`src/rtl/pcm_slot_port.sv`:
```
module pcm_slot_port #(
  parameter int SLOTS     = 32,
  parameter int SLOT_BITS = 8
) (
  input  logic                     clk,
  input  logic                     rst_n,
  input  logic                     fsync_n,
  input  logic                     rx_bit,
  input  logic                     tx_load,
  input  logic [SLOT_BITS-1:0]     tx_data,
  output logic                     tx_bit,
  output logic                     rx_valid,
  output logic [SLOT_BITS-1:0]     rx_byte,
  output logic [$clog2(SLOTS)-1:0] rx_chan,
  output logic                     tx_req,
  output logic [$clog2(SLOTS)-1:0] tx_req_chan,
  output logic                     frame_start,
  output logic [$clog2(SLOTS)-1:0] cur_chan,
  output logic                     aligned,
  output logic                     sync_err
);
  localparam int CW = $clog2(SLOTS);
  localparam int BW = $clog2(SLOT_BITS);
  localparam logic [SLOT_BITS-1:0] IDLE = '1;

  logic          fs_q;
  logic [CW-1:0] slot_q;
  logic [BW-1:0] bit_q;
  logic [SLOT_BITS-1:0] rx_sh, tx_cur, tx_stage;
  logic          stage_ok;

  wire at_zero   = (slot_q == '0) && (bit_q == '0);
  wire fall      = fs_q & ~fsync_n;
  wire misfall   = fall & (~aligned | ~at_zero);
  wire live      = aligned | fall;

  wire [CW-1:0] pos_slot  = fall ? '0 : slot_q;
  wire [BW-1:0] pos_bit   = fall ? '0 : bit_q;
  wire          last_bit  = pos_bit == BW'(SLOT_BITS-1);
  wire          last_slot = pos_slot == CW'(SLOTS-1);
  wire [CW-1:0] succ_slot = last_slot ? '0 : pos_slot + 1'b1;
  wire [SLOT_BITS-1:0] rx_word = {rx_sh[SLOT_BITS-2:0], rx_bit};

  assign cur_chan = slot_q;
  assign tx_bit   = ~aligned | tx_cur[BW'(SLOT_BITS-1) - bit_q];

  always_ff @(posedge clk or negedge rst_n) begin
    if (!rst_n) begin
      fs_q     <= 1'b1;
      aligned  <= 1'b0;
      sync_err <= 1'b0;
      slot_q   <= '0;
      bit_q    <= '0;
    end else begin
      fs_q     <= fsync_n;
      aligned  <= aligned | fall;
      sync_err <= sync_err | (fall & aligned & ~at_zero);
      bit_q    <= last_bit ? '0 : pos_bit + 1'b1;
      slot_q   <= last_bit ? succ_slot : pos_slot;
    end
  end

  always_ff @(posedge clk or negedge rst_n) begin
    if (!rst_n) begin
      rx_sh       <= '0;
      rx_valid    <= 1'b0;
      rx_byte     <= '0;
      rx_chan     <= '0;
      tx_req      <= 1'b0;
      tx_req_chan <= '0;
      frame_start <= 1'b0;
    end else begin
      rx_sh       <= rx_word;
      rx_valid    <= live & last_bit;
      tx_req      <= live & (pos_bit == '0);
      frame_start <= live & (pos_bit == '0) & (pos_slot == '0);
      if (live & last_bit) begin
        rx_byte <= rx_word;
        rx_chan <= pos_slot;
      end
      if (live & (pos_bit == '0)) tx_req_chan <= succ_slot;
    end
  end

  always_ff @(posedge clk or negedge rst_n) begin
    if (!rst_n) begin
      tx_cur   <= IDLE;
      tx_stage <= IDLE;
      stage_ok <= 1'b0;
    end else if (misfall) begin
      tx_cur   <= IDLE;
      stage_ok <= 1'b0;
    end else if (live & last_bit) begin
      tx_cur   <= tx_load ? tx_data : (stage_ok ? tx_stage : IDLE);
      stage_ok <= 1'b0;
    end else if (tx_load) begin
      tx_stage <= tx_data;
      stage_ok <= 1'b1;
    end
  end
endmodule


```
`config.mk`:
```
export PLATFORM = sky130hd
export DESIGN_NAME = pcm_slot_port
export DESIGN_NICKNAME = d
export VERILOG_FILES = /design/src/rtl/pcm_slot_port.sv
export SDC_FILE = /design/constraint.sdc
export NUM_CORES = 1
export LEC_CHECK = 0
export ABC_CLOCK_PERIOD_IN_PS = 5140
export CORE_AREA = 3 3 78 62
export CTS_BUF_LIST = sky130_fd_sc_hd__clkbuf_8
export DETAILED_ROUTE_END_ITERATION = 16
export DIE_AREA = 0 0 81 65
export PLACE_DENSITY_LB_ADDON = 0.12
export SYNTH_ARGS = -nofsm -noshare
export SYNTH_HDL_FRONTEND = slang
export SYNTH_SLANG_ARGS = --single-unit
```
`constraint.sdc`:
```
create_clock -name clk -period 5.14 [get_ports clk]
set_clock_uncertainty 0.05 [all_clocks]
set_input_delay 0.771 -clock clk [delete_from_list [all_inputs] [get_ports clk]]
set_output_delay 0.771 -clock clk [all_outputs]
set_load 0.02 [all_outputs]
```
# Yosys cells after proc, flatten, opt, wreduce, memory -nomap -nowiden
# Index checks and enable logic that the tools add are counted.
[classes]
n_addsub = 3
n_lt_le_gt_ge = 1
eq_ne = 2
n_mux = 14
bitwise = 16
n_reduce_logical = 8
[op_table]
columns = ["cell", "n"]
rows = [
  ["8-bit two-way mux", 4],
  ["5-bit two-way mux", 3],
  ["5-bit zero test", 2],
  ["1-bit AND", 7],
  ["3-bit zero test", 2],
  ["3-bit two-way mux", 2],
  ["5-bit by 1-bit adder with 5-bit output, second input constant", 1],
  ["5-bit equality test, second input constant", 1],
  ["1-bit inverter", 5],
  ["3-bit by 4-bit < comparator with 1-bit output, second input constant", 1],
  ["1-bit two-way mux", 4],
  ["1-bit OR", 4],
  ["3-bit by 1-bit adder with 3-bit output, second input constant", 1],
  ["1-bit binary-select mux with 3-bit select", 1],
  ["3-bit equality test, second input constant", 1],
  ["3-bit AND reduction", 1],
  ["3-bit nonzero test", 1],
  ["3-bit subtractor, first input constant", 1],
  ["2-bit nonzero test", 1],
  ["1-bit logical AND", 1],
]
[word_totals]
regBits = 56
inputBits = 13
out_inout_bits = 29
wordCells = 59

# Longest topological paths before layout
# Gate-level depths: netlist of run 1.
[depth]
word_depth = 7
ltp_mapped = 11
mapped_depth_nobuf = 9

# Least setup slack after synthesis of run 1
# OpenSTA, ideal clock, no wires.
[synth_path]
kind = "input -> register"
start = "input port fsync_n"
end = "register rx_byte[5]"
setup_ns = 0.125
arrival_ns = 2.589
t_required_ns = 4.965
path_slack_ns = 2.376
path_stages = 9
path_buffers = 3
cell_sequence = "nand2b_1 clkbuf_1 and2_1 ha_1 ha_1 clkbuf_1 o21ai_2 buf_2 mux2_2"
[synth_between]
elab_chain_cells = 5
elab_cells_between_ends = 6
classes_between = "eq/ne: 1; mux: 1; bitwise: 4"
[synth_rtl]
columns = ["item", "line_no", "text"]
rows = [
  ["start: declaration", "7", "input logic fsync_n,"],
  ["1-bit inverter (*)", "33", "wire fall = fs_q & ~fsync_n;"],
  ["1-bit AND (*)", "33", ""],
  ["3-bit two-way mux", "38", "wire [BW-1:0] pos_bit = fall ? '0 : bit_q;"],
  ["3-bit equality test", "39", "wire last_bit = pos_bit == BW'(SLOT_BITS-1);"],
  ["1-bit AND (*)", "77", "if (live & last_bit) begin"],
  ["end signal: assignment", "78", "rx_byte <= rx_word;"],
  ["end: declaration", "13", "output logic [SLOT_BITS-1:0] rx_byte,"],
]
# Mark *: on every way between the ends. The rest lies on a longest branch, timed or not.
# A chain may end at the register's enable or synchronous reset.

# Final worst setup path of run 1
[layout_path]
start = "input port fsync_n"
end = "register rx_byte[7]"
# Same word-level chain as after synthesis.

==> results of run 1 <==
power groups by stage:
| stage | registers, mW | logic (mW) | clock network (mW) |
|---|---|---|---|
| after CTS | 0.638 | 0.433 | 0.290 |
| after global routing | 0.653 | 0.465 | 0.314 |
| after detailed placement | 0.643 | 0.432 | 0 |
| after floorplan | 0.694 | 0.191 | 0 |
| after global placement | 0.638 | 0.416 | 0 |
| final | 0.639 | 0.428 | 0.283 |
registers in the layout, summed over array words and instances, names as in the netlist, 3 cells and up:
register / cells
bit_q: 3
cur_chan: 5
rx_byte: 8
rx_chan: 5
rx_sh: 7
tx_cur: 8
tx_req_chan: 5
tx_stage: 8
worst max-delay path, stage by stage:
cell	delay [ns]
sky130_fd_sc_hd__clkdlybuf4s50_1	0.45
sky130_fd_sc_hd__nand2b_1	0.34
sky130_fd_sc_hd__and2_1	0.28
sky130_fd_sc_hd__ha_1	0.19
sky130_fd_sc_hd__ha_1	0.33
sky130_fd_sc_hd__o21ai_2	0.32
sky130_fd_sc_hd__buf_4	0.35
sky130_fd_sc_hd__mux2_2	0.36
cells in the mapped netlist (all sizes together) (2+ instances only):
library cell,n,share of area [%]
dfstp,17,19
clkbuf,5,0.79
dfrtp,39,41
o22ai,7,1.8
nand2b,3,0.79
mux2,17,9.3
ha,7,3.7
nand3,2,0.42
o211ai,8,2.5
a21oi,2,0.42
xor2,2,0.74
nor3,2,0.84
and2,2,0.53
nor2b,2,0.53
inv,9,1.4
o31ai,2,0.63
mux4,2,2.2
mux2i,3,1.3
o21ai,13,2.9
nand2,29,4.6
nor2,3,0.47
buf,3,1.2
per-layer routing:
layer / GRT usage, % / wire length, um / vias up
met5: 0 / 0 / -
met4: 5.063 / 65 / 0
met3: 7.639 / 293 / 10
met2: 30.33 / 2203 / 63
met1: 28.18 / 2082 / 769
li1: - / - / 735
cells by family (layout without fill, tap and decap cells):
family / after synthesis / in the layout / share of synthesized area, %
AO/OA/AOI/OAI: 36 / 36 / 9.858
XOR/XNOR: 2 / 2 / 0.7381
adder cells (fa/ha/maj): 7 / 7 / 3.690
buffers and inverters: 17 / 60 / 3.373
flip-flops: 56 / 56 / 59.94
multiplexers: 22 / 22 / 12.81
AND/OR/NAND/NOR: 47 / 47 / 9.594
how the worst max path moves through the flow:
stage / end / slack, ns
after floorplan: rx_byte[5]$_DFFE_PN0P_ / 2.38
after global placement: rx_byte[5]$_DFFE_PN0P_ / 1.77
after detailed placement: rx_byte[7]$_DFFE_PN0P_ / 1.57
after CTS: rx_byte[7]$_DFFE_PN0P_ / 1.89
after global routing: rx_byte[7]$_DFFE_PN0P_ / 1.77
final: rx_byte[7]$_DFFE_PN0P_ / 1.90
stage by stage:
stage / cells / power (mW)
after global routing: 285 / 1.432
after global placement: 277 / 1.054
after detailed placement: 277 / 1.075
after floorplan: 187 / 0.8849
after CTS: 285 / 1.361
final: 285 / 1.350
layout make-up:
type                    count  area (sq um)  share of cell area [%]
inverters                   9         33.78                   1.154
clock inverters             3         42.54                   1.453
well taps                  55         68.82                   2.350
clock buffers               5         68.82                   2.350
multi-input cells         114         870.8                   29.74
repair buffers             43         420.4                   14.36
flip-flops and latches     56          1423                   48.59
==> report_table.html, run 1 <==
<table>
<tr><th>Metric</th><th>Value</th></tr>
<tr><th colspan="2">Drt</th></tr>
<tr><td>Remaining DRCs</td><td>0</td></tr>
<tr><td>Wire length per cell after detailed routing</td><td>16.29 um</td></tr>
<tr><td>Final routed wirelength across all metal layers</td><td>4.644 mm</td></tr>
<tr><td>Antenna Nets Post-Route</td><td>0</td></tr>
<tr><td>DR pass1 iterations</td><td>4</td></tr>
<tr><td>Via density per instance</td><td>5.533</td></tr>
<tr><td>Iter 0 DRT Violations</td><td>135</td></tr>
<tr><td>Total via count in the routed design</td><td>1577</td></tr>
<tr><th colspan="2">Final layout</th></tr>
<tr><td>Diode insertion count for antenna repair</td><td>0</td></tr>
<tr><td>Final non-filler cell area</td><td>0.002928 sq mm</td></tr>
<tr><td>Most common cell after layout, fill and taps aside</td><td>sky130_fd_sc_hd__clkdlybuf4s50_1</td></tr>
<tr><td>Synthesis-to-layout area growth</td><td>23.35%</td></tr>
<tr><td>Highest-count cells in the layout ignoring fill and taps</td><td>sky130_fd_sc_hd__clkdlybuf4s50_1 (40), sky130_fd_sc_hd__dfrtp_1 (39), sky130_fd_sc_hd__nand2_1 (29)</td></tr>
<tr><td>Fraction of layout cells with a size suffix above 1</td><td>21.30%</td></tr>
<tr><td>Layout fillers</td><td>280</td></tr>
<tr><td>Nets</td><td>249</td></tr>
<tr><td>Share of the core filled with cells</td><td>72.22%</td></tr>
<tr><th colspan="2">Logic synthesis</th></tr>
<tr><td>Number of synthesized flops with an enable pin</td><td>0</td></tr>
<tr><td>Most frequently used flop master after synthesis</td><td>sky130_fd_sc_hd__dfrtp_1</td></tr>
<tr><td>Cell area after synthesis</td><td>0.002374 sq mm</td></tr>
<tr><td>YS warnings</td><td>0</td></tr>
<tr><td>Post-synth net total</td><td>207</td></tr>
<tr><td>Number of distinct library cells after synthesis</td><td>33</td></tr>
<tr><td>Share of async-settable or async-resettable flops after synthesis</td><td>100.0%</td></tr>
<tr><td>Sequential share of the synthesized area</td><td>59.94%</td></tr>
<tr><td>Number of instances in the synthesized netlist</td><td>187</td></tr>
<tr><td>Yosys reg bits</td><td>56</td></tr>
<tr><td>Average footprint of a synthesized cell</td><td>12.69 sq um</td></tr>
<tr><th colspan="2">Timing</th></tr>
<tr><td>Final count of negative-setup-slack endpoints</td><td>0</td></tr>
<tr><td>Peak Freq</td><td>308.4 MHz</td></tr>
<tr><td>Worst setup margin</td><td>1.897 ns</td></tr>
<tr><td>Ratio of final minimum period to clock period</td><td>63.09%</td></tr>
<tr><td>Pins Over Slew Limit</td><td>0</td></tr>
<tr><td>Total Neg Setup Slack</td><td>0 ns</td></tr>
<tr><td>Setup repair after global routing missed its margin</td><td>false</td></tr>
<tr><td>Slew headroom</td><td>19.12%</td></tr>
<tr><td>Worst Tran Pin Value</td><td>1.200 ns</td></tr>
<tr><td>Shortest clock period the worst path allows after layout</td><td>3.243 ns</td></tr>
<tr><td>Hold Slack</td><td>0.3346 ns</td></tr>
<tr><td>Final Hold Fails</td><td>0</td></tr>
<tr><th colspan="2">Place</th></tr>
<tr><td>Weighted congestion reported at the end of routability-driven placement</td><td>0.8937</td></tr>
<tr><td>Placement-stage worst setup slack</td><td>1.574 ns</td></tr>
<tr><td>Total placed instance area</td><td>0.002816 sq mm</td></tr>
<tr><td>Number of buffers inserted by port buffering</td><td>41</td></tr>
<tr><td>Placed wire-length estimate</td><td>3.344 mm</td></tr>
<tr><th colspan="2">Worst hold path</th></tr>
<tr><td>Hold depth</td><td>0</td></tr>
<tr><td>Worst Hold Class</td><td>reg -&gt; reg</td></tr>
<tr><td>Hold_sp</td><td>rx_sh[4]$_DFF_PN0_</td></tr>
<tr><td>Worst Hold End</td><td>rx_sh[5]$_DFF_PN0_</td></tr>
<tr><th colspan="2">Floorplan</th></tr>
<tr><td>Number of top-level design ports</td><td>42</td></tr>
<tr><td>Core area</td><td>0.004054 sq mm</td></tr>
<tr><td>Die X-Extent</td><td>81 um</td></tr>
<tr><td>Die outline area</td><td>0.005265 sq mm</td></tr>
<tr><td>Rows</td><td>20</td></tr>
<tr><td>Starting utilization of the core area</td><td>58.55%</td></tr>
<tr><td>Vertical die dimension</td><td>65 um</td></tr>
<tr><th colspan="2">Worst setup path</th></tr>
<tr><td>Minimum setup slack among reg-to-reg paths</td><td>2.39 ns</td></tr>
<tr><td>Critical Path Source Type</td><td>input pin</td></tr>
<tr><td>Required time of the critical path</td><td>5.29 ns</td></tr>
<tr><td>Capturing point of the worst reg2reg path</td><td>rx_byte[7]$_DFFE_PN0P_</td></tr>
<tr><td>Path depth of the worst reg2reg path</td><td>7</td></tr>
<tr><td>Endpoint arrival time on the critical path</td><td>3.39 ns</td></tr>
<tr><td>Critical path launch point</td><td>fsync_n</td></tr>
<tr><td>Class of the most critical setup path</td><td>in -&gt; reg</td></tr>
<tr><td>Nature of the critical path endpoint</td><td>register</td></tr>
<tr><td>Critical path fanouts, max</td><td>20</td></tr>
<tr><td>Worst R2R Start</td><td>fs_q$_DFF_PN1_</td></tr>
<tr><th colspan="2">CTS</th></tr>
<tr><td>CTS Hold Bufs</td><td>0</td></tr>
<tr><td>CTS tree</td><td>built</td></tr>
<tr><td>Total setup buffers inserted after CTS</td><td>0</td></tr>
<tr><td>Depth of the CTS H-tree</td><td>2</td></tr>
<tr><td>Quantity of gates resized following cts</td><td>0</td></tr>
<tr><td>Total clock sinks</td><td>56</td></tr>
<tr><td>Clock transition time at the flip-flop clock pins of the worst setup and hold paths</td><td>0.09 ns</td></tr>
<tr><td>Clock buffer depth</td><td>2</td></tr>
<tr><td>Number of buffers added by the clock tree synthesis step</td><td>5</td></tr>
<tr><td>Clock Tree Root</td><td>sky130_fd_sc_hd__clkbuf_8</td></tr>
<tr><td>Clock latency reported for the late side of the worst-skew pair</td><td>0.31 ns</td></tr>
<tr><th colspan="2">Power and ir drop</th></tr>
<tr><td>Proportion of total power due to net switching</td><td>30.95%</td></tr>
<tr><td>IR Drop Worst-Case VDD</td><td>0.3468 mV</td></tr>
<tr><td>Leakage component of the power</td><td>1.323 nW</td></tr>
<tr><td>Portion of total power attributed to sequential cells</td><td>47.4%</td></tr>
<tr><td>Gate power share</td><td>31.7%</td></tr>
<tr><td>Internal power of the cells</td><td>0.9324 mW</td></tr>
<tr><td>Fraction of power consumed by the clock network</td><td>21.0%</td></tr>
<tr><td>Sw power</td><td>0.4179 mW</td></tr>
<tr><td>Power Dens Cells</td><td>461.2 mW/mm^2</td></tr>
<tr><th colspan="2">GRT</th></tr>
<tr><td>Global-route wire length before repair</td><td>8.017 mm</td></tr>
<tr><td>Global route total overflow</td><td>0</td></tr>
<tr><td>Initial antenna violation count</td><td>0</td></tr>
<tr><td>GRT Resource Usage Total</td><td>20.35%</td></tr>
<tr><td>Via count of the first global-routing pass</td><td>1629</td></tr>
<tr><td>Maximum number of pins on one net before global-route repair</td><td>57</td></tr>
<tr><th colspan="2">Run status</th></tr>
<tr><td>Outcome</td><td>finished clean</td></tr>
<tr><th colspan="2">Run</th></tr>
<tr><td>Max-capacitance violation count</td><td>0</td></tr>
</table>
Note: power is estimated with default switching activity, not from simulation.
==> inputs of run 2 (changes only) <==
--- a/config.mk
+++ b/config.mk
@@ -5,11 +5,11 @@
 export SDC_FILE = /design/constraint.sdc
 export NUM_CORES = 1
 export LEC_CHECK = 0
-export ABC_CLOCK_PERIOD_IN_PS = 5140
-export CORE_AREA = 3 3 78 62
+export ABC_CLOCK_PERIOD_IN_PS = 2600
+export CORE_AREA = 3 3 85 67
 export CTS_BUF_LIST = sky130_fd_sc_hd__clkbuf_8
 export DETAILED_ROUTE_END_ITERATION = 16
-export DIE_AREA = 0 0 81 65
+export DIE_AREA = 0 0 88 70
 export PLACE_DENSITY_LB_ADDON = 0.12
 export SYNTH_ARGS = -nofsm -noshare
 export SYNTH_HDL_FRONTEND = slang
==> constraint.sdc (replaced) <==
create_clock -name clk -period 2.6 [get_ports clk]
set_clock_uncertainty 0.05 [all_clocks]
set_input_delay 0.39 -clock clk [delete_from_list [all_inputs] [get_ports clk]]
set_output_delay 0.39 -clock clk [all_outputs]
set_load 0.02 [all_outputs]
==> run 2 against run 1 <==
Compared with the run above: hold slack got worse by 0.0030 ns; combinational power up 100%; first-iteration DRC count fell by 18%; global-route usage down 3.9 points; non-clock buffer count rose by 10; sequential power is 97% higher; clock power grew 68%; die area rose by 17%.
==> report_table.html, run 2 (synthesis gave the netlist of run 1 again) <==
<table>
<tr><th>Metric</th><th>Value</th></tr>
<tr><th colspan="2">Run status</th></tr>
<tr><td>Outcome</td><td>finished clean</td></tr>
<tr><th colspan="2">Worst hold path</th></tr>
<tr><td>Worst Hold Class</td><td>reg -&gt; reg</td></tr>
<tr><th colspan="2">Worst setup path</th></tr>
<tr><td>Endpoint arrival time on the critical path</td><td>2.04 ns</td></tr>
<tr><td>Nature of the critical path endpoint</td><td>primary output</td></tr>
<tr><td>Required time of the critical path</td><td>2.16 ns</td></tr>
<tr><td>Class of the most critical setup path</td><td>reg -&gt; out</td></tr>
<tr><td>Critical path fanouts, max</td><td>5</td></tr>
<tr><td>Critical Path Source Type</td><td>register</td></tr>
<tr><th colspan="2">Run</th></tr>
<tr><td>Max-capacitance violation count</td><td>0</td></tr>
<tr><th colspan="2">Place</th></tr>
<tr><td>Placed wire-length estimate</td><td>3.414 mm</td></tr>
<tr><td>Weighted congestion reported at the end of routability-driven placement</td><td>0.8132</td></tr>
<tr><td>Number of buffers inserted by port buffering</td><td>41</td></tr>
<tr><td>Instance count after placement with tap cells included</td><td>291</td></tr>
<tr><th colspan="2">Floorplan</th></tr>
<tr><td>Number of top-level design ports</td><td>42</td></tr>
<tr><td>Die outline area</td><td>0.006160 sq mm</td></tr>
<tr><td>Die X-Extent</td><td>88 um</td></tr>
<tr><td>Core area</td><td>0.004872 sq mm</td></tr>
<tr><td>Rows</td><td>22</td></tr>
<tr><td>Vertical die dimension</td><td>70 um</td></tr>
<tr><td>Starting utilization of the core area</td><td>48.72%</td></tr>
<tr><th colspan="2">CTS</th></tr>
<tr><td>Clock Tree Root</td><td>sky130_fd_sc_hd__clkbuf_8</td></tr>
<tr><td>Clock transition time at the flip-flop clock pins of the worst setup and hold paths</td><td>0.09 ns</td></tr>
<tr><td>Number of buffers added by the clock tree synthesis step</td><td>5</td></tr>
<tr><td>CTS tree</td><td>built</td></tr>
<tr><td>Clock latency reported for the late side of the worst-skew pair</td><td>0.31 ns</td></tr>
<tr><td>Clock buffer depth</td><td>2</td></tr>
<tr><td>Total clock sinks</td><td>56</td></tr>
<tr><td>Depth of the CTS H-tree</td><td>2</td></tr>
<tr><th colspan="2">Power and ir drop</th></tr>
<tr><td>Leakage component of the power</td><td>1.366 nW</td></tr>
<tr><td>IR Drop Worst-Case VDD</td><td>0.5054 mV</td></tr>
<tr><td>Power Dens Cells</td><td>866.0 mW/mm^2</td></tr>
<tr><th colspan="2">Timing</th></tr>
<tr><td>Peak Freq</td><td>402.7 MHz</td></tr>
<tr><td>Total Neg Setup Slack</td><td>0 ns</td></tr>
<tr><td>Pins Over Slew Limit</td><td>0</td></tr>
<tr><td>Setup repair after global routing missed its margin</td><td>false</td></tr>
<tr><td>Slew headroom</td><td>64.58%</td></tr>
<tr><td>Ratio of final minimum period to clock period</td><td>95.50%</td></tr>
<tr><td>Worst Tran Pin Value</td><td>0.5312 ns</td></tr>
<tr><td>Final Hold Fails</td><td>0</td></tr>
<tr><td>Final count of negative-setup-slack endpoints</td><td>0</td></tr>
<tr><td>Shortest clock period the worst path allows after layout</td><td>2.483 ns</td></tr>
<tr><th colspan="2">Final layout</th></tr>
<tr><td>Nets</td><td>259</td></tr>
<tr><td>Fraction of layout cells with a size suffix above 1</td><td>24.17%</td></tr>
<tr><td>Final standard cell count with taps included and fillers excluded</td><td>300</td></tr>
<tr><td>Diode insertion count for antenna repair</td><td>0</td></tr>
<tr><td>Synthesis-to-layout area growth</td><td>26.04%</td></tr>
<tr><td>Share of the core filled with cells</td><td>61.40%</td></tr>
<tr><td>Most common cell after layout, fill and taps aside</td><td>sky130_fd_sc_hd__clkdlybuf4s50_1</td></tr>
<tr><td>Leading registers by flop count</td><td>rx_byte: 8 flops, tx_cur: 8 flops, tx_stage: 8 flops</td></tr>
<tr><td>Highest-count cells in the layout ignoring fill and taps</td><td>sky130_fd_sc_hd__clkdlybuf4s50_1 (40), sky130_fd_sc_hd__dfrtp_1 (38), sky130_fd_sc_hd__nand2_1 (29)</td></tr>
<tr><th colspan="2">Drt</th></tr>
<tr><td>Total via count in the routed design</td><td>1568</td></tr>
<tr><td>Antenna Nets Post-Route</td><td>0</td></tr>
<tr><td>Wire length per cell after detailed routing</td><td>15.38 um</td></tr>
<tr><td>Via density per instance</td><td>5.227</td></tr>
<tr><td>Final routed wirelength across all metal layers</td><td>4.614 mm</td></tr>
<tr><td>DR pass1 iterations</td><td>4</td></tr>
<tr><td>Iter 0 DRT Violations</td><td>111</td></tr>
<tr><td>Remaining DRCs</td><td>0</td></tr>
<tr><th colspan="2">GRT</th></tr>
<tr><td>Global-route wire length before repair</td><td>7.783 mm</td></tr>
<tr><td>Via count of the first global-routing pass</td><td>1625</td></tr>
<tr><td>GRT Resource Usage Total</td><td>16.42%</td></tr>
<tr><td>Maximum number of pins on one net before global-route repair</td><td>22</td></tr>
<tr><td>Global route total overflow</td><td>0</td></tr>
<tr><td>Initial antenna violation count</td><td>0</td></tr>
</table>
[run 2: changes by cell type in the layout (fill, tap and decap cells not counted), sizes merged]
cell and delta:
buf +9, inv +2, dlygate4sd3 +1, clkinv -2, bufinv -1, clkbuf +1
[run 2: worst paths after layout]
kind / start / endpoint / slack [ns] / cells past startpoint
setup / recovery: bit_q[0]$_DFF_PN0_ / tx_bit / 0.12 / 4
hold / removal: rx_sh[0]$_DFF_PN0_ / rx_sh[1]$_DFF_PN0_ / 0.33 / 0
setup reg to reg: fs_q$_DFF_PN1_ / tx_cur[3]$_DFFE_PN1P_ / 0.47 / 8
hold reg to reg: rx_sh[0]$_DFF_PN0_ / rx_sh[1]$_DFF_PN0_ / 0.33 / 0
max in group asynchronous: rst_n / tx_stage[2]$_DFFE_PN1P_ / 1.32 / 3
min in group asynchronous: rst_n / tx_req$_DFF_PN0_ / 0.52 / 2
[run 2: final cells by class]
cell class,count,area [sq um]
timing repair buffer,53,498.0
sequential,56,1424
clock buffer,6,82.58
clock inverter,2,7.507
tap,60,75.07
multi-input combinational,114,870.8
fill,381,1881
inverter,9,33.78
[run 2: routing by layer]
metal  global-route usage (%)  routed length (um)
met5                        0                   0
met4                    5.111                  65
met3                    5.189                 160
met2                    22.99                2123
met1                    24.12                2265
[run 2: metrics by stage]
step           setup WS (ns)  area (sq um)  hold slack [ns]  power (mW)
4_1_cts              0.03912          2990           0.3371       2.623
2_1_floorplan         0.1797          2374          0.04441       1.749
3_3_place_gp          0.1235          2890           0.3051       2.114
3_5_place_dp         0.03322          2890           0.3163       2.136
5_1_grt            0.0008680          2992           0.3460       2.745
6_report              0.1169          2992           0.3316       2.591
[run 2: power breakdown]
group          internal, mW  switching [mW]
clock network         0.210           0.265
logic                 0.449           0.412
registers              1.13           0.126
total                  1.79           0.802
[run 2: what timing repair did]
| action | in CTS | in global routing |
|---|---|---|
| hold buffers | 1 | 0 |
| gates resized for setup | 0 | 1 |
| endpoints found under the setup margin | 0 | 1 |
| endpoints found under the hold margin | 15 | 0 |
| setup buffers | 0 | 0 |
[run 2: worst max-delay path: stages, from the launching register on]
cell and delay, ns:
sky130_fd_sc_hd__dfrtp_2 0.43, sky130_fd_sc_hd__mux4_1 0.55, sky130_fd_sc_hd__mux2i_1 0.15, sky130_fd_sc_hd__nand2_1 0.06, sky130_fd_sc_hd__clkdlybuf4s50_1 0.54
==> inputs of run 3 (changes only) <==
--- a/config.mk
+++ b/config.mk
@@ -6,11 +6,10 @@
 export NUM_CORES = 1
 export LEC_CHECK = 0
 export ABC_CLOCK_PERIOD_IN_PS = 2600
-export CORE_AREA = 3 3 85 67
+export CORE_AREA = 3 3 100 78
 export CTS_BUF_LIST = sky130_fd_sc_hd__clkbuf_8
 export DETAILED_ROUTE_END_ITERATION = 16
-export DIE_AREA = 0 0 88 70
-export PLACE_DENSITY_LB_ADDON = 0.12
+export DIE_AREA = 0 0 103 81
 export SYNTH_ARGS = -nofsm -noshare
 export SYNTH_HDL_FRONTEND = slang
 export SYNTH_SLANG_ARGS = --single-unit
==> run 3 against run 2 <==
Compared with the run above: non-clock buffer count is 1 higher; register-to-register slack worse by 0.03 ns; via count fell by 1.9%; highest routed layer unchanged; combinational power grew 1%; routed wire length up 4.1%.
==> report_table.html, run 3 (synthesis gave the netlist of run 1 again) <==
<table>
<tr><th>Metric</th><th>Value</th></tr>
<tr><th colspan="2">Timing</th></tr>
<tr><td>Worst setup margin</td><td>0.3416 ns</td></tr>
<tr><td>Shortest clock period the worst path allows after layout</td><td>2.258 ns</td></tr>
<tr><td>Ratio of final minimum period to clock period</td><td>86.86%</td></tr>
<tr><td>Slew headroom</td><td>56.50%</td></tr>
<tr><td>Final count of negative-setup-slack endpoints</td><td>0</td></tr>
<tr><td>Setup repair after global routing missed its margin</td><td>false</td></tr>
<tr><td>Total Neg Setup Slack</td><td>0 ns</td></tr>
<tr><td>Hold Slack</td><td>0.05708 ns</td></tr>
<tr><td>Worst Tran Pin Value</td><td>0.6525 ns</td></tr>
<tr><td>Peak Freq</td><td>442.8 MHz</td></tr>
<tr><td>Pins Over Slew Limit</td><td>0</td></tr>
<tr><td>Final Hold Fails</td><td>0</td></tr>
<tr><th colspan="2">Worst setup path</th></tr>
<tr><td>Critical-path cell with the highest stage delay</td><td>sky130_fd_sc_hd__clkdlybuf4s50_1</td></tr>
<tr><td>Nature of the critical path endpoint</td><td>register</td></tr>
<tr><td>Critical path launch point</td><td>fsync_n</td></tr>
<tr><td>Required time of the critical path</td><td>2.77 ns</td></tr>
<tr><td>Critical Path Source Type</td><td>input pin</td></tr>
<tr><td>Class of the most critical setup path</td><td>in -&gt; reg</td></tr>
<tr><td>Largest stage delay, worst path</td><td>0.44 ns</td></tr>
<tr><td>Critical path fanouts, max</td><td>6</td></tr>
<tr><td>Endpoint arrival time on the critical path</td><td>2.43 ns</td></tr>
<tr><td>Worst R2R Start</td><td>fs_q$_DFF_PN1_</td></tr>
<tr><td>CP cell instances</td><td>clkdlybuf4s50_1 -&gt; nand2b_1 -&gt; buf_4 -&gt; nand2_1 -&gt; inv_1 -&gt; ha_1 -&gt; nand2_1 -&gt; nor2_1 -&gt; ha_1 -&gt; or3_1 -&gt; o21ai_0</td></tr>
<tr><th colspan="2">Drt</th></tr>
<tr><td>Iter 0 DRT Violations</td><td>101</td></tr>
<tr><td>Remaining DRCs</td><td>0</td></tr>
<tr><td>DR pass1 iterations</td><td>5</td></tr>
<tr><td>Via density per instance</td><td>4.732</td></tr>
<tr><td>Wire length per cell after detailed routing</td><td>14.78 um</td></tr>
<tr><td>Final routed wirelength across all metal layers</td><td>4.803 mm</td></tr>
<tr><td>Antenna Nets Post-Route</td><td>0</td></tr>
<tr><td>Total via count in the routed design</td><td>1538</td></tr>
<tr><th colspan="2">CTS</th></tr>
<tr><td>Clock buffer depth</td><td>2</td></tr>
<tr><td>Total setup buffers inserted after CTS</td><td>0</td></tr>
<tr><td>Clock latency reported for the late side of the worst-skew pair</td><td>0.30 ns</td></tr>
<tr><td>Clock Tree Root</td><td>sky130_fd_sc_hd__clkbuf_8</td></tr>
<tr><td>Depth of the CTS H-tree</td><td>2</td></tr>
<tr><td>Total clock sinks</td><td>56</td></tr>
<tr><td>CTS tree</td><td>built</td></tr>
<tr><td>Clock transition time at the flip-flop clock pins of the worst setup and hold paths</td><td>0.10 ns</td></tr>
<tr><td>Number of buffers added by the clock tree synthesis step</td><td>5</td></tr>
<tr><th colspan="2">Floorplan</th></tr>
<tr><td>Number of top-level design ports</td><td>42</td></tr>
<tr><td>Starting utilization of the core area</td><td>34.74%</td></tr>
<tr><td>Rows</td><td>26</td></tr>
<tr><td>Die outline area</td><td>0.008343 sq mm</td></tr>
<tr><td>Vertical die dimension</td><td>81 um</td></tr>
<tr><td>Die X-Extent</td><td>103 um</td></tr>
<tr><td>Core area</td><td>0.006832 sq mm</td></tr>
<tr><th colspan="2">Place</th></tr>
<tr><td>Instance count after placement with tap cells included</td><td>317</td></tr>
<tr><td>Total placed instance area</td><td>0.002960 sq mm</td></tr>
<tr><td>Weighted congestion reported at the end of routability-driven placement</td><td>0.7843</td></tr>
<tr><td>Number of buffers inserted by port buffering</td><td>41</td></tr>
<tr><td>Placed wire-length estimate</td><td>3.476 mm</td></tr>
<tr><td>Placement-stage worst setup slack</td><td>0.02736 ns</td></tr>
<tr><th colspan="2">Final layout</th></tr>
<tr><td>Highest-count cells in the layout ignoring fill and taps</td><td>sky130_fd_sc_hd__clkdlybuf4s50_1 (39), sky130_fd_sc_hd__dfrtp_1 (38), sky130_fd_sc_hd__nand2_1 (29)</td></tr>
<tr><td>Most common cell after layout, fill and taps aside</td><td>sky130_fd_sc_hd__clkdlybuf4s50_1</td></tr>
<tr><td>Fraction of layout cells with a size suffix above 1</td><td>25.31%</td></tr>
<tr><td>Layout fillers</td><td>639</td></tr>
<tr><td>Final standard cell count with taps included and fillers excluded</td><td>325</td></tr>
<tr><td>Diode insertion count for antenna repair</td><td>0</td></tr>
<tr><td>Leading registers by flop count</td><td>rx_byte: 8 flops, tx_cur: 8 flops, tx_stage: 8 flops</td></tr>
<tr><td>Final non-filler cell area</td><td>0.003064 sq mm</td></tr>
<tr><td>Synthesis-to-layout area growth</td><td>29.10%</td></tr>
<tr><td>Nets</td><td>260</td></tr>
<tr><th colspan="2">Power and ir drop</th></tr>
<tr><td>Fraction of power consumed by the clock network</td><td>19.3%</td></tr>
<tr><td>Gate power share</td><td>33.1%</td></tr>
<tr><td>Leakage component of the power</td><td>1.386 nW</td></tr>
<tr><td>Power Dens Cells</td><td>860.8 mW/mm^2</td></tr>
<tr><td>IR Drop Worst-Case VDD</td><td>0.5922 mV</td></tr>
<tr><td>Portion of total power attributed to sequential cells</td><td>47.6%</td></tr>
<tr><td>Internal power of the cells</td><td>1.827 mW</td></tr>
<tr><td>Proportion of total power due to net switching</td><td>30.74%</td></tr>
<tr><td>Sw power</td><td>0.8109 mW</td></tr>
<tr><th colspan="2">GRT</th></tr>
<tr><td>Via count of the first global-routing pass</td><td>1556</td></tr>
<tr><td>Global route total overflow</td><td>0</td></tr>
<tr><td>GRT Resource Usage Total</td><td>12.62%</td></tr>
<tr><td>Maximum number of pins on one net before global-route repair</td><td>30</td></tr>
<tr><td>Initial antenna violation count</td><td>0</td></tr>
<tr><td>Global-route wire length before repair</td><td>8.142 mm</td></tr>
<tr><th colspan="2">Worst hold path</th></tr>
<tr><td>Worst Hold Class</td><td>in -&gt; async</td></tr>
<tr><th colspan="2">Run status</th></tr>
<tr><td>Outcome</td><td>finished clean</td></tr>
<tr><th colspan="2">Run</th></tr>
<tr><td>Max-capacitance violation count</td><td>0</td></tr>
</table>
## run 3: final cells by class
type | count | area (sq um) | area share [%]
Clock buffer | 7 | 96.34 | 3.144
Clock inverter | 1 | 3.754 | 0.1225
Inverter | 9 | 33.78 | 1.102
Multi-Input combinational cell | 114 | 870.8 | 28.42
Sequential cell | 56 | 1424 | 46.47
Tap cell | 84 | 105.1 | 3.430
Timing Repair Buffer | 54 | 530.5 | 17.31
## run 3: critical path: cells and delay by family
family	cells	cell delay, ns
compound gates	1	0.18
fa+ha+maj	2	0.39
buf+inv	3	0.68
simple gates	5	0.79
## run 3: final timing paths
kind	to	slack, ns	depth (start not counted)
max in group asynchronous	tx_stage[6]$_DFFE_PN1P_	1.79	2
worst min register to register	rx_sh[1]$_DFF_PN0_	0.33	0
worst min-delay path	rx_sh[4]$_DFF_PN0_	0.06	1
min in group clk	rx_sh[1]$_DFF_PN0_	0.33	0
worst max-delay path	tx_req_chan[3]$_DFFE_PN0P_	0.34	11
worst max register to register	tx_req_chan[3]$_DFFE_PN0P_	0.44	10
## run 3: routing by layer
layer  track usage, %  up-vias  part of all wire (%)
met2            15.94       38                    39
met3            4.292        2                   6.7
met5                0        -                     0
li1                 -      757                     -
met1            20.16      741                    53
met4            3.105        0                  0.46
## run 3: timing repair
action,CTS,global route
hold buffers,0,0
gates resized for setup,0,2
endpoints found under the setup margin,0,1
endpoints found under the hold margin,0,0
## run 3: power groups by stage
stage / Combinational, mW / Clock, mW / Sequential, mW
CTS: 0.889 / 0.534 / 1.26
global route: 0.961 / 0.557 / 1.29
detailed placement: 0.884 / 0 / 1.27
floorplan: 0.377 / 0 / 1.37
global placement: 0.878 / 0 / 1.27
finish: 0.872 / 0.509 / 1.26
## run 3: through the flow
step                utilization (%)  power (mW)
floorplan                         -       1.749
global placement              43.33       2.147
detailed placement            43.33       2.153
CTS                           44.80       2.681
global route                  44.85       2.807
finish                        44.85       2.638
